### config.mk
export PLATFORM = sky130hd
export DESIGN_NAME = tapctl_top
export DESIGN_NICKNAME = d
export VERILOG_FILES = /design/src/rtl/tapctl_pkg.sv /design/src/rtl/tapctl_sync2.sv /design/src/rtl/tapctl_decode.sv /design/src/rtl/tapctl_nvcell.sv /design/src/rtl/tapctl_top.sv
export SDC_FILE = /design/constraint.sdc
export NUM_CORES = 1
export LEC_CHECK = 0
export ABC_AREA = 1
export ABC_CLOCK_PERIOD_IN_PS = 4100
export BUFFER_PORTS_ARGS = -buffer_cell sky130_fd_sc_hd__buf_2
export CORE_MARGIN = 2
export CORE_UTILIZATION = 45
export CTS_BUF_LIST = sky130_fd_sc_hd__clkbuf_2 sky130_fd_sc_hd__clkbuf_4 sky130_fd_sc_hd__clkbuf_8
export CTS_CLUSTER_SIZE = 24
export DETAILED_ROUTE_END_ITERATION = 12
export PLACE_DENSITY_LB_ADDON = 0.05
export SLEW_MARGIN = 30
export SYNTH_ARGS = -nofsm -noshare
export SYNTH_HDL_FRONTEND = slang
export SYNTH_SLANG_ARGS = --single-unit
### constraint.sdc
create_clock -name clk -period 4.1 [get_ports clk]
set_input_delay 0.82 -clock clk [delete_from_list [all_inputs] [get_ports clk]]
set_output_delay 0.82 -clock clk [all_outputs]
set_load 0.005 [all_outputs]
### src/rtl/tapctl_pkg.sv
package tapctl_pkg;

    // Synchronised view of the three control lines
    typedef struct packed {
        logic sel;   // select, active low
        logic inc;   // increment strobe
        logic up;    // direction
    } pins_t;

    // Idle levels while in reset: deselected, strobe high, direction down
    localparam logic [2:0] PINS_IDLE = 3'b110;

endpackage

### src/rtl/tapctl_sync2.sv
module tapctl_sync2 #(
    parameter int         W       = 3,
    parameter logic [W-1:0] RST_VAL = '0
) (
    input  logic         clk,
    input  logic         rst_n,
    input  logic [W-1:0] d_i,
    output logic [W-1:0] q_o
);
    logic [W-1:0] meta_q;
    logic [W-1:0] meta_d;
    logic [W-1:0] sync_q;
    logic [W-1:0] sync_d;

    always_comb begin
        meta_d = d_i;
        sync_d = meta_q;
    end

    always_ff @(posedge clk or negedge rst_n) begin
        if (!rst_n) begin
            meta_q <= RST_VAL;
            sync_q <= RST_VAL;
        end else begin
            meta_q <= meta_d;
            sync_q <= sync_d;
        end
    end

    assign q_o = sync_q;
endmodule

### src/rtl/tapctl_decode.sv
module tapctl_decode #(
    parameter int NUM_TAPS = 100,
    parameter int POS_W    = $clog2(NUM_TAPS)
) (
    input  logic [POS_W-1:0]    pos_i,
    output logic [NUM_TAPS-1:0] tap_o
);
    for (genvar g = 0; g < NUM_TAPS; g++) begin : g_tap
        assign tap_o[g] = (pos_i == POS_W'(g));
    end
endmodule

### src/rtl/tapctl_nvcell.sv
module tapctl_nvcell #(
    parameter int POS_W        = 7,
    parameter int STORE_CYCLES = 1000
) (
    input  logic             clk,
    input  logic             por_n,
    input  logic             wr_en_i,
    input  logic [POS_W-1:0] wr_data_i,
    output logic [POS_W-1:0] rd_data_o,
    output logic             rd_valid_o,
    output logic             busy_o
);
    localparam int CNT_W = $clog2(STORE_CYCLES + 1);
    localparam logic [CNT_W-1:0] CNT_LOAD = CNT_W'(STORE_CYCLES);

    typedef struct packed {
        logic [POS_W-1:0] data;
        logic             valid;
        logic [CNT_W-1:0] cnt;
    } nv_t;

    nv_t nv_q;
    nv_t nv_d;

    always_comb begin
        nv_d = nv_q;
        if (nv_q.cnt != '0) begin
            nv_d.cnt = nv_q.cnt - 1'b1;
        end else if (wr_en_i) begin
            nv_d.data  = wr_data_i;
            nv_d.valid = 1'b1;
            nv_d.cnt   = CNT_LOAD;
        end
    end

    always_ff @(posedge clk or negedge por_n) begin
        if (!por_n) begin
            nv_q <= '0;
        end else begin
            nv_q <= nv_d;
        end
    end

    assign rd_data_o  = nv_q.data;
    assign rd_valid_o = nv_q.valid;
    assign busy_o     = (nv_q.cnt != '0);
endmodule

### src/rtl/tapctl_top.sv
module tapctl_top
    import tapctl_pkg::*;
#(
    parameter int NUM_TAPS     = 100,
    parameter int DEFAULT_POS  = 50,
    parameter int STORE_CYCLES = 1000,
    localparam int POS_W       = $clog2(NUM_TAPS)
) (
    input  logic                clk,
    input  logic                por_n,
    input  logic                rst_n,
    input  logic                sel_n_i,
    input  logic                inc_i,
    input  logic                up_i,
    output logic [POS_W-1:0]    pos_o,
    output logic [NUM_TAPS-1:0] tap_o,
    output logic                busy_o
);
    localparam logic [POS_W-1:0] POS_MAX = POS_W'(NUM_TAPS - 1);
    localparam logic [POS_W-1:0] POS_DEF = POS_W'(DEFAULT_POS);

    typedef struct packed {
        logic [POS_W-1:0] pos;
        logic             active;
        logic             sel_prev;
        logic             inc_prev;
        logic             loaded;
    } st_t;

    pins_t pin_raw;
    pins_t pin_s;
    st_t   st_q;
    st_t   st_d;

    logic             store_en;
    logic [POS_W-1:0] nv_data;
    logic             nv_valid;
    logic             nv_busy;
    logic             sel_rise;
    logic             sel_fall;
    logic             inc_fall;

    // Exposed for the bound checker
    logic             sel_active;
    logic             pos_loaded;

    assign pin_raw = '{sel: sel_n_i, inc: inc_i, up: up_i};

    tapctl_sync2 #(
        .W       (3),
        .RST_VAL (PINS_IDLE)
    ) u_sync (
        .clk   (clk),
        .rst_n (rst_n),
        .d_i   (pin_raw),
        .q_o   (pin_s)
    );

    always_comb begin
        st_d     = st_q;
        store_en = 1'b0;
        sel_rise = pin_s.sel & ~st_q.sel_prev;
        sel_fall = ~pin_s.sel & st_q.sel_prev;
        inc_fall = ~pin_s.inc & st_q.inc_prev;

        st_d.sel_prev = pin_s.sel;
        st_d.inc_prev = pin_s.inc;

        if (!st_q.loaded) begin
            st_d.pos    = nv_valid ? nv_data : POS_DEF;
            st_d.loaded = 1'b1;
        end else if (st_q.active) begin
            if (inc_fall) begin
                if (pin_s.up) begin
                    st_d.pos = (st_q.pos == POS_MAX) ? st_q.pos : st_q.pos + 1'b1;
                end else begin
                    st_d.pos = (st_q.pos == '0) ? st_q.pos : st_q.pos - 1'b1;
                end
            end
            if (sel_rise) begin
                st_d.active = 1'b0;
                store_en    = pin_s.inc;
            end
        end else if (sel_fall && !nv_busy) begin
            st_d.active = 1'b1;
        end
    end

    always_ff @(posedge clk or negedge rst_n) begin
        if (!rst_n) begin
            st_q <= '{pos: POS_DEF, active: 1'b0, sel_prev: 1'b1,
                      inc_prev: 1'b1, loaded: 1'b0};
        end else begin
            st_q <= st_d;
        end
    end

    tapctl_nvcell #(
        .POS_W        (POS_W),
        .STORE_CYCLES (STORE_CYCLES)
    ) u_nv (
        .clk        (clk),
        .por_n      (por_n),
        .wr_en_i    (store_en),
        .wr_data_i  (st_q.pos),
        .rd_data_o  (nv_data),
        .rd_valid_o (nv_valid),
        .busy_o     (nv_busy)
    );

    tapctl_decode #(
        .NUM_TAPS (NUM_TAPS),
        .POS_W    (POS_W)
    ) u_dec (
        .pos_i (st_q.pos),
        .tap_o (tap_o)
    );

    assign pos_o      = st_q.pos;
    assign busy_o     = nv_busy;
    assign sel_active = st_q.active;
    assign pos_loaded = st_q.loaded;
endmodule

==> run summary, run 1 <==
Max-slew headroom: 0.531
Die Ht: 78.1 um
drt first pass iters: 4
CP delay by family, top: buffers and inverters
Yosys top cell by area: dfrtp_1
r2r startpoint: pos_o[0]
Final period util: 0.676
Post-Syn Nets: 379
Post-CTS Hold Fix Bufs: 0
H-tree depth: 2
Setup WS post-layout: 1330 ps
clk buf depth: 2
Critical Path Max Stage Delay: 440 ps
Critical Path End Type: primary output
Antenna Cells: 0
vias in the first global route: 2,444
Post-Syn Instances: 366
Fill cells: 514
top cells by area, synth: dfrtp_1 26%, nor2_1 18%, nand2_1 9.7%
Die Wd: 78.1 um
Unique masters post-synth: 32
GRT Util Overall: 0.243
register area share after synthesis: 0.359
Crit. Startpoint: pos_o[0]
CTS buffer count: 5
Max FO, Critical Path: 7
first-pass GRT wire length: 11.9 mm
Total Wirelength: 7.07 mm
Post-Syn Area: 2470 sq um
TritonCTS clock tree: yes
I/O Buffers: 113
via count: 2,650
crit path cell chain: inv_1 > ha_1 > inv_1 > nor3_1 > inv_1 > nor2_1 > buf_2
Setup crit start kind: register
Skew-Pair Late Insertion Delay: 280 ps
Slew Limit Fails: 0
top-area cell type share of the netlist area: 0.263
synthesized area per cell: 6.76 sq um
Pwr per Cell Area: 388 nW/um^2
CP Class: reg -> out
status: finished clean
placed wire-length estimate: 5.46 mm
Clock Skew: 1.92 ps
drt wl/cell: 13.1 um
DRT antenna net count: 0
max-capacitance violation count: 0
gpl congestion: 0.918
synth warn: 0
setup TNS: 0 ps
worst path bufs/invs: 4
DRT iter0 DRCs: 115
IO Pins: 114
Hold Path Origin: u_sync.meta_q[0]
initial antenna violation count: 0
Post-synth ARST share: 1.00
Initial Util: 0.475
Final Total Pwr: 1.21 mW
VDD IR-drop max: 0.315 mV
pre-CTS setup slack: 1660 ps
nets: 481
critical path arrival: 1950 ps
GRT Residual Overflow: 0
FMAX: 0.361 GHz
ys flop type: dfrtp_1
CTS sink count: 35
Required @ worst endpoint: 3280 ps
Final Hold Vio Count: 0
setup repair after global routing missed its margin: no
worst hold path class: reg -> reg
Most common cell on crit path: inv_1
utilization after layout: 0.597
row count: 26
reg2reg setup slack: 2310 ps
Worst-path clk slew: 70 ps
area grow syn2layout: 25.7%
pin count of the biggest net entering global routing: 19
Slew @ Worst Pin: 702 ps
Root Buffer: clkbuf_8
routed vias/inst: 4.92
DRC Markers: 0
Post-CTS Setup Inserts: 0
share of cells above drive strength 1: 0.339
flops & latches, synth: 35
core footprint: 5200 sq um
die area: 6110 sq um
final setup violating endpoints: 0
post-cts repair resize count: 0
Slowest cell on crit path: dfrtp_1
EDFF count, synth: 0
Static Leak: 1.74 nW
post-route minimum period: 2770 ps
metal layers:
metal | wire length, um | vias to the layer above | GRT usage
met1 | 3110 | 1206 | 0.297
met4 | 99 | 0 | 0.0754
met5 | 0 | - | 0
met3 | 464 | 8 | 0.0586
met2 | 3390 | 99 | 0.422
li1 | - | 1337 | -
flip-flops by register name, indices dropped and copies added (netlist names):
name and count:
u_nv.rd_data_o 7, st_q 2, pos_loaded 1, u_nv.nv_q 10
sel_active 1, u_nv.rd_valid_o 1, u_sync.q_o 3, pos_o 7
u_sync.meta_q 3
worst paths after layout:
check | end | cells past startpoint
min in group asynchronous | u_nv.rd_data_o[5] | 1
hold / removal | u_sync.q_o[0] | 0
max in group asynchronous | pos_o[4] | 1
setup reg to reg | pos_o[2] | 9
setup / recovery | tap_o[32] | 7
hold reg to reg | u_sync.q_o[0] | 0
synth_stat cells, types with 2 or more instances:
library cell  number
dfstp_2            9
inv_1             33
nor2_2             6
nand4_1            3
inv_4              3
nor2_4             2
a31oi_1            2
o21ai_1            2
inv_2              2
nand2_4            2
o21ai_0           15
o21ai_2            7
nor3_1             2
nor2_1           116
nand3b_1           2
nand2_1           64
nand2_2            3
nand3_2            2
ha_1               7
buf_2              9
xor2_1             3
nand3_1           29
dfrtp_1           26
o22ai_1            2
buf_4              8
cell families (layout without fill, tap and decap cells):
logic type,after synthesis,count (layout),share of synthesized area
AND/OR/NAND/NOR,233,233,0.408
buffers and inverters,56,159,0.108
flip-flops,35,35,0.359
AO/OA/AOI/OAI,31,31,0.0779
adder cells (fa/ha/maj),7,7,0.0354
XOR/XNOR,3,3,0.0106
other,1,1,0.00152
layout by cell type (no fill, tap or decap), drive strengths merged:
master,synthesis,routed
clkbuf,0,7
o21ai,24,24
dfstp,9,9
clkinv,0,1
dfrtp,26,26
o22ai,2,2
or3,1,1
conb,1,1
nand3b,2,2
ha,7,7
nor3,2,2
nor2,124,124
nand3,32,32
xor2,3,3
nand4,3,3
inv,38,38
nand2,69,69
a22oi,1,1
a31oi,2,2
buf,18,113
a21oi,2,2
report_power, final:
part | internal (mW) | total, mW | switching (mW)
sequential | 0.422 | 0.500 | 0.0781
combinational | 0.147 | 0.447 | 0.300
clock | 0.144 | 0.260 | 0.116
cell type report:
class                      count  area [sq um]  share of cell area
clock buffer                   7          90.1              0.0290
inverter                      38           150              0.0483
timing repair buffer         113           566               0.182
clock inverter                 1          8.76             0.00282
multi-input combinational    275          1320               0.425
tap                           70          87.6              0.0282
sequential                    35           887               0.285
per-stage QoR:
| step | instance area (sq um) | hold WS [ps] | instances |
|---|---|---|---|
| after floorplan | 2470 | 331 | 366 |
| after global placement | 3010 | 334 | 531 |
| after detailed placement | 3010 | 343 | 531 |
| after CTS | 3110 | 359 | 539 |
| after global routing | 3110 | 365 | 539 |
| final | 3110 | 356 | 539 |
(Power assumes the default switching activity.)
==> run 2, diff against run 1 <==
Settings changed: ABC_CLOCK_PERIOD_IN_PS 4100 to 2600.
Clock period 4.1 ns to 2.6 ns, I/O delays scaled along.
==> run summary, run 2 (synthesized netlist as in run 1, its figures left out) <==
status: finished clean
final std cells w/o fill: 541 (+0.37%)
routed vias/inst: 4.94 (+0.42%)
pin count of the biggest net entering global routing: 19 (unchanged)
Fill cells: 502 (-2.3%)
most frequent cells in the layout: 116 x nor2_1, 113 x buf_2, 64 x nand2_1
Slew Limit Fails: 0 (unchanged)
total placed cells including tap cells: 533 (+0.38%)
via count: 2,671 (+0.79%)
DRT iter0 DRCs: 162 (+41%)
die area: 6110 sq um (unchanged)
hold slack: 136 ps (-220 ps)
multi-input logic area: 1330 sq um (+0.76%)
setup repair after global routing missed its margin: no
max reg flops: 10 (unchanged)
placed wire-length estimate: 5.56 mm (+1.7%)
Required @ worst endpoint: 2080 ps (-1200 ps)
setup TNS: 0 ps (unchanged)
Final period util: 0.916
CTS sink count: 35 (unchanged)
TritonCTS clock tree: yes
Static Leak: 1.75 nW (+0.87%)
Worst-path clk slew: 70 ps (about the same)
initial antenna violation count: 0 (unchanged)
Skew-Pair Late Insertion Delay: 290 ps (about the same)
worst hold path class: in -> async
drt wl/cell: 13.3 um (+1.0%)
sequential cell area: 887 sq um (unchanged)
area grow syn2layout: 27.4%
critical path arrival: 1860 ps (-90 ps)
share of cells above drive strength 1: 0.348 (+0.00918)
busiest grt layer: met2
Most flops, register: u_nv.nv_q
DRT antenna net count: 0 (unchanged)
met3 track demand over resource: 0.0529 (-0.00575)
Initial Util: 0.475 (unchanged)
GRT Util Overall: 0.242 (-0.000676)
Total Wirelength: 7.17 mm (+1.4%)
Max FO, Critical Path: 16 (+9)
met1 usage: 0.301 (+0.00387)
GRT Residual Overflow: 0 (unchanged)
row count: 26 (unchanged)
Clock Skew: 5.00 ps (+3.09 ps)
Die Ht: 78.1 um (unchanged)
Pwr per Cell Area: 633 nW/um^2 (+63%)
Final Hold Vio Count: 0 (unchanged)
VDD IR-drop max: 0.467 mV (+48%)
clk buf depth: 2 (unchanged)
gpl congestion: 0.919 (+0.11%)
drt first pass iters: 4 (unchanged)
FMAX: 0.420 GHz
Post-CTS Setup Inserts: 0 (unchanged)
vias in the first global route: 2,560 (+4.7%)
I/O Buffers: 113 (unchanged)
max-capacitance violation count: 0 (unchanged)
CTS buffer count: 5 (unchanged)
Final Total Pwr: 2.00 mW (+65%)
CP Class: reg -> out
Setup crit start kind: register
nets: 483 (+0.42%)
Critical Path End Type: primary output
IO Pins: 114 (unchanged)
first-pass GRT wire length: 12.0 mm (+0.87%)
final setup violating endpoints: 0 (unchanged)
Root Buffer: clkbuf_8
DRC Markers: 0 (unchanged)
Antenna Cells: 0 (unchanged)
post-route minimum period: 2380 ps
commonest non-fill, non-tap cell in the layout: nor2_1
Max-slew headroom: 0.548 (+0.0173)
Slew @ Worst Pin: 676 ps (-25.9 ps)
core footprint: 5200 sq um (unchanged)
Die Wd: 78.1 um (unchanged)
H-tree depth: 2 (unchanged)
met2 usage: 0.422 (unchanged)
## run 2: final cells by class
cell class / count / area share
repair buffers: 115 / 0.184
clock inverters: 3 / 0.0147
inverters: 38 / 0.0477
clock buffers: 5 / 0.0218
well taps: 70 / 0.0278
flip-flops and latches: 35 / 0.282
multi-input cells: 275 / 0.422
## run 2: path summary, 6_finish.rpt
path | startpoint | slack (ps) | depth (start not counted) | to
max | pos_o[4] | 220 | 3 | tap_o[91]
min | rst_n | 140 | 1 | sel_active
max reg2reg | pos_o[0] | 850 | 8 | pos_o[4]
min reg2reg | u_sync.meta_q[0] | 360 | 0 | u_sync.q_o[0]
max in group asynchronous | rst_n | 2150 | 1 | pos_o[5]
min in group clk | inc_i | 320 | 1 | u_sync.meta_q[1]
## run 2: power breakdown
part           internal [mW]  total [mW]  switching (mW)
Clock                  0.288       0.496           0.207
Combinational          0.241       0.712           0.471
Sequential             0.665       0.788           0.123
Total                   1.19        2.00           0.802
## run 2: worst max-delay path, cell delays in order (launching register included)
cell and delay, ps:
dfstp_2 630, nand3_1 510, nor2_1 280, buf_2 150
## run 2: stage by stage
step / setup WS [ps] / utilization / area, sq um
after floorplan: 774 / - / 2470
after global placement: 543 / 0.581 / 3030
after detailed placement: 445 / 0.581 / 3030
after CTS: 127 / 0.603 / 3140
after global routing: 47.2 / 0.605 / 3150
final: 218 / 0.605 / 3150
## run 2: timing repair
action	in CTS	in global routing
gates resized for setup	0	3
hold buffers	0	0
setup endpoints to repair	0	11
endpoints found under the hold margin	0	0
## run 2: per-layer routing
| metal | wire length, um | vias to the layer above | share of wire |
|---|---|---|---|
| met5 | 0 | - | 0 |
| met4 | 129 | 0 | 0.018 |
| met3 | 438 | 12 | 0.061 |
| met2 | 3520 | 101 | 0.49 |
| met1 | 3080 | 1214 | 0.43 |
| li1 | - | 1344 | - |
==> run 3, diff against run 2 <==
Settings changed: ABC_CLOCK_PERIOD_IN_PS 2600 to 2100, CORE_UTILIZATION 45 to 44, RECOVER_POWER set to 100.
Clock period 2.6 ns to 2.1 ns, I/O delays scaled along.
==> run summary, run 3 (synthesized netlist as in run 1, its figures left out) <==
GRT Util Overall: 0.231 (-0.0115)
gpl congestion: 0.878 (-4.5%)
worst hold path class: in -> async
met1 usage: 0.279 (-0.0221)
TritonCTS clock tree: yes
Max-slew headroom: 0.339 (-0.209)
Pwr per Cell Area: 748 nW/um^2 (+18%)
VDD IR-drop max: 0.652 mV (+40%)
critical path arrival: 1630 ps (-230 ps)
GRT Residual Overflow: 0 (unchanged)
clk buf depth: 2 (unchanged)
Worst-path clk slew: 70 ps (about the same)
Fill cells: 544 (+8.4%)
Slew Limit Fails: 0 (unchanged)
most frequent cells in the layout: 117 x nor2_1, 111 x buf_2, 63 x nand2_1
Die Ht: 79.0 um (+1.1%)
Max FO, Critical Path: 7 (-9)
Most flops, register: u_nv.nv_q
vias in the first global route: 2,329 (-9.0%)
row count: 27 (+3.8%)
met2 usage: 0.413 (-0.00970)
reg2reg setup slack: 270 ps (-580 ps)
CTS buffer count: 5 (unchanged)
FMAX: 0.488 GHz
setup TNS: 0 ps (unchanged)
Skew-Pair Late Insertion Delay: 290 ps (about the same)
drt first pass iters: 4 (unchanged)
pin count of the biggest net entering global routing: 19 (unchanged)
multi-input logic area: 1360 sq um (+2.4%)
area grow syn2layout: 31.3%
Post-CTS Hold Fix Bufs: 0 (unchanged)
core footprint: 5470 sq um (+5.1%)
first-pass GRT wire length: 11.4 mm (-5.1%)
Total Wirelength: 7.21 mm (+0.56%)
initial antenna violation count: 0 (unchanged)
Critical Path Max Stage Delay: 590 ps (-40 ps)
Initial Util: 0.452 (-0.0233)
crit path cell chain: ha_1 > nand2_1 > nor2_1 > buf_2
Required @ worst endpoint: 1680 ps (-400 ps)
H-tree depth: 2 (unchanged)
max reg flops: 10 (unchanged)
share of cells above drive strength 1: 0.377 (+0.0286)
I/O Buffers: 113 (unchanged)
DRC Markers: 0 (unchanged)
nets: 495 (+2.5%)
routed vias/inst: 4.84 (-1.9%)
met3 track demand over resource: 0.0443 (-0.00856)
max-capacitance violation count: 0 (unchanged)
DRT iter0 DRCs: 131 (-19%)
sequential cell area: 890 sq um (+0.28%)
commonest non-fill, non-tap cell in the layout: nor2_1
final setup violating endpoints: 0 (unchanged)
Slowest cell on crit path: dfstp_2
Final Hold Vio Count: 0 (unchanged)
busiest grt layer: met2
Static Leak: 1.76 nW (+0.61%)
status: finished clean
Setup crit start kind: register
via count: 2,687 (+0.60%)
IO Pins: 114 (unchanged)
placed wire-length estimate: 5.56 mm (about the same)
Slew @ Worst Pin: 991 ps (+315 ps)
Clock Skew: 7.12 ps (+2.12 ps)
post-route minimum period: 2050 ps
DRT antenna net count: 0 (unchanged)
Root Buffer: clkbuf_8
hold slack: 230 ps (+94.0 ps)
Antenna Cells: 0 (unchanged)
die area: 6240 sq um (+2.2%)
Die Wd: 79.0 um (+1.1%)
drt wl/cell: 13.0 um (-2.0%)
Final period util: 0.976
setup repair after global routing missed its margin: yes
CTS sink count: 35 (unchanged)
CP Class: reg -> out
Critical Path End Type: primary output
-- run 3: changes by cell type in the layout (fill, tap and decap cells not counted), sizes merged --
cell	previous run	this run
clkbuf	5	8
clkinv	0	1
bufinv	1	0
inv	39	37
clkinvlp	1	2
buf	115	125
-- run 3: power by group --
group,internal (mW),switching (mW)
Combinational,0.352,0.624
Clock,0.244,0.240
Sequential,0.824,0.144
-- run 3: final cells by class --
cell class                      count  share of cell area
Timing Repair Buffer              127               0.206
Clock buffer                        6              0.0235
Clock inverter                      2             0.00385
Inverter                           38              0.0459
Sequential cell                    35               0.274
Multi-Input combinational cell    275               0.419
Tap cell                           72              0.0277
-- run 3: critical path: cells and delay by family (launching register included) --
family / cells / cell delay (ps)
adder cells (fa/ha/maj): 1 / 240
buffers and inverters: 1 / 130
AND/OR/NAND/NOR: 2 / 380
flip-flops: 1 / 590
-- run 3: stage by stage --
stage | utilization | std cells | setup slack [ps] | total power [mW] | instance area (sq um)
after floorplan | - | 366 | 374 | 1.64 | 2470
after global placement | 0.564 | 543 | 268 | 1.88 | 3090
after detailed placement | 0.564 | 543 | 203 | 1.90 | 3090
after CTS | 0.583 | 552 | 17.1 | 2.41 | 3190
after global routing | 0.593 | 555 | -58.0 | 2.63 | 3250
final | 0.593 | 555 | 50.6 | 2.43 | 3250
-- run 3: repair_timing --
item                       4_1_cts  5_1_grt
cloned                           0        0
setup endpoints to repair       27       89
setup buffers                    1        3
pin swaps                        0        1
resized for setup                3       15
-- run 3: worst paths after layout --
kind,start,end,depth (start not counted)
max in group asynchronous,por_n,u_nv.nv_q[6],1
min in group clk,sel_n_i,u_sync.meta_q[2],1
max,pos_o[1],tap_o[82],4
min reg2reg,u_sync.meta_q[1],u_sync.q_o[1],0
min,rst_n,pos_o[6],1
max reg2reg,u_nv.nv_q[0],u_nv.rd_data_o[0],9
-- run 3: metal layers --
metal / vias to the layer above / routed length (um)
li1: 1362 / -
met1: 1229 / 3130
met2: 88 / 3580
met3: 8 / 429
met4: 0 / 79
met5: - / 0
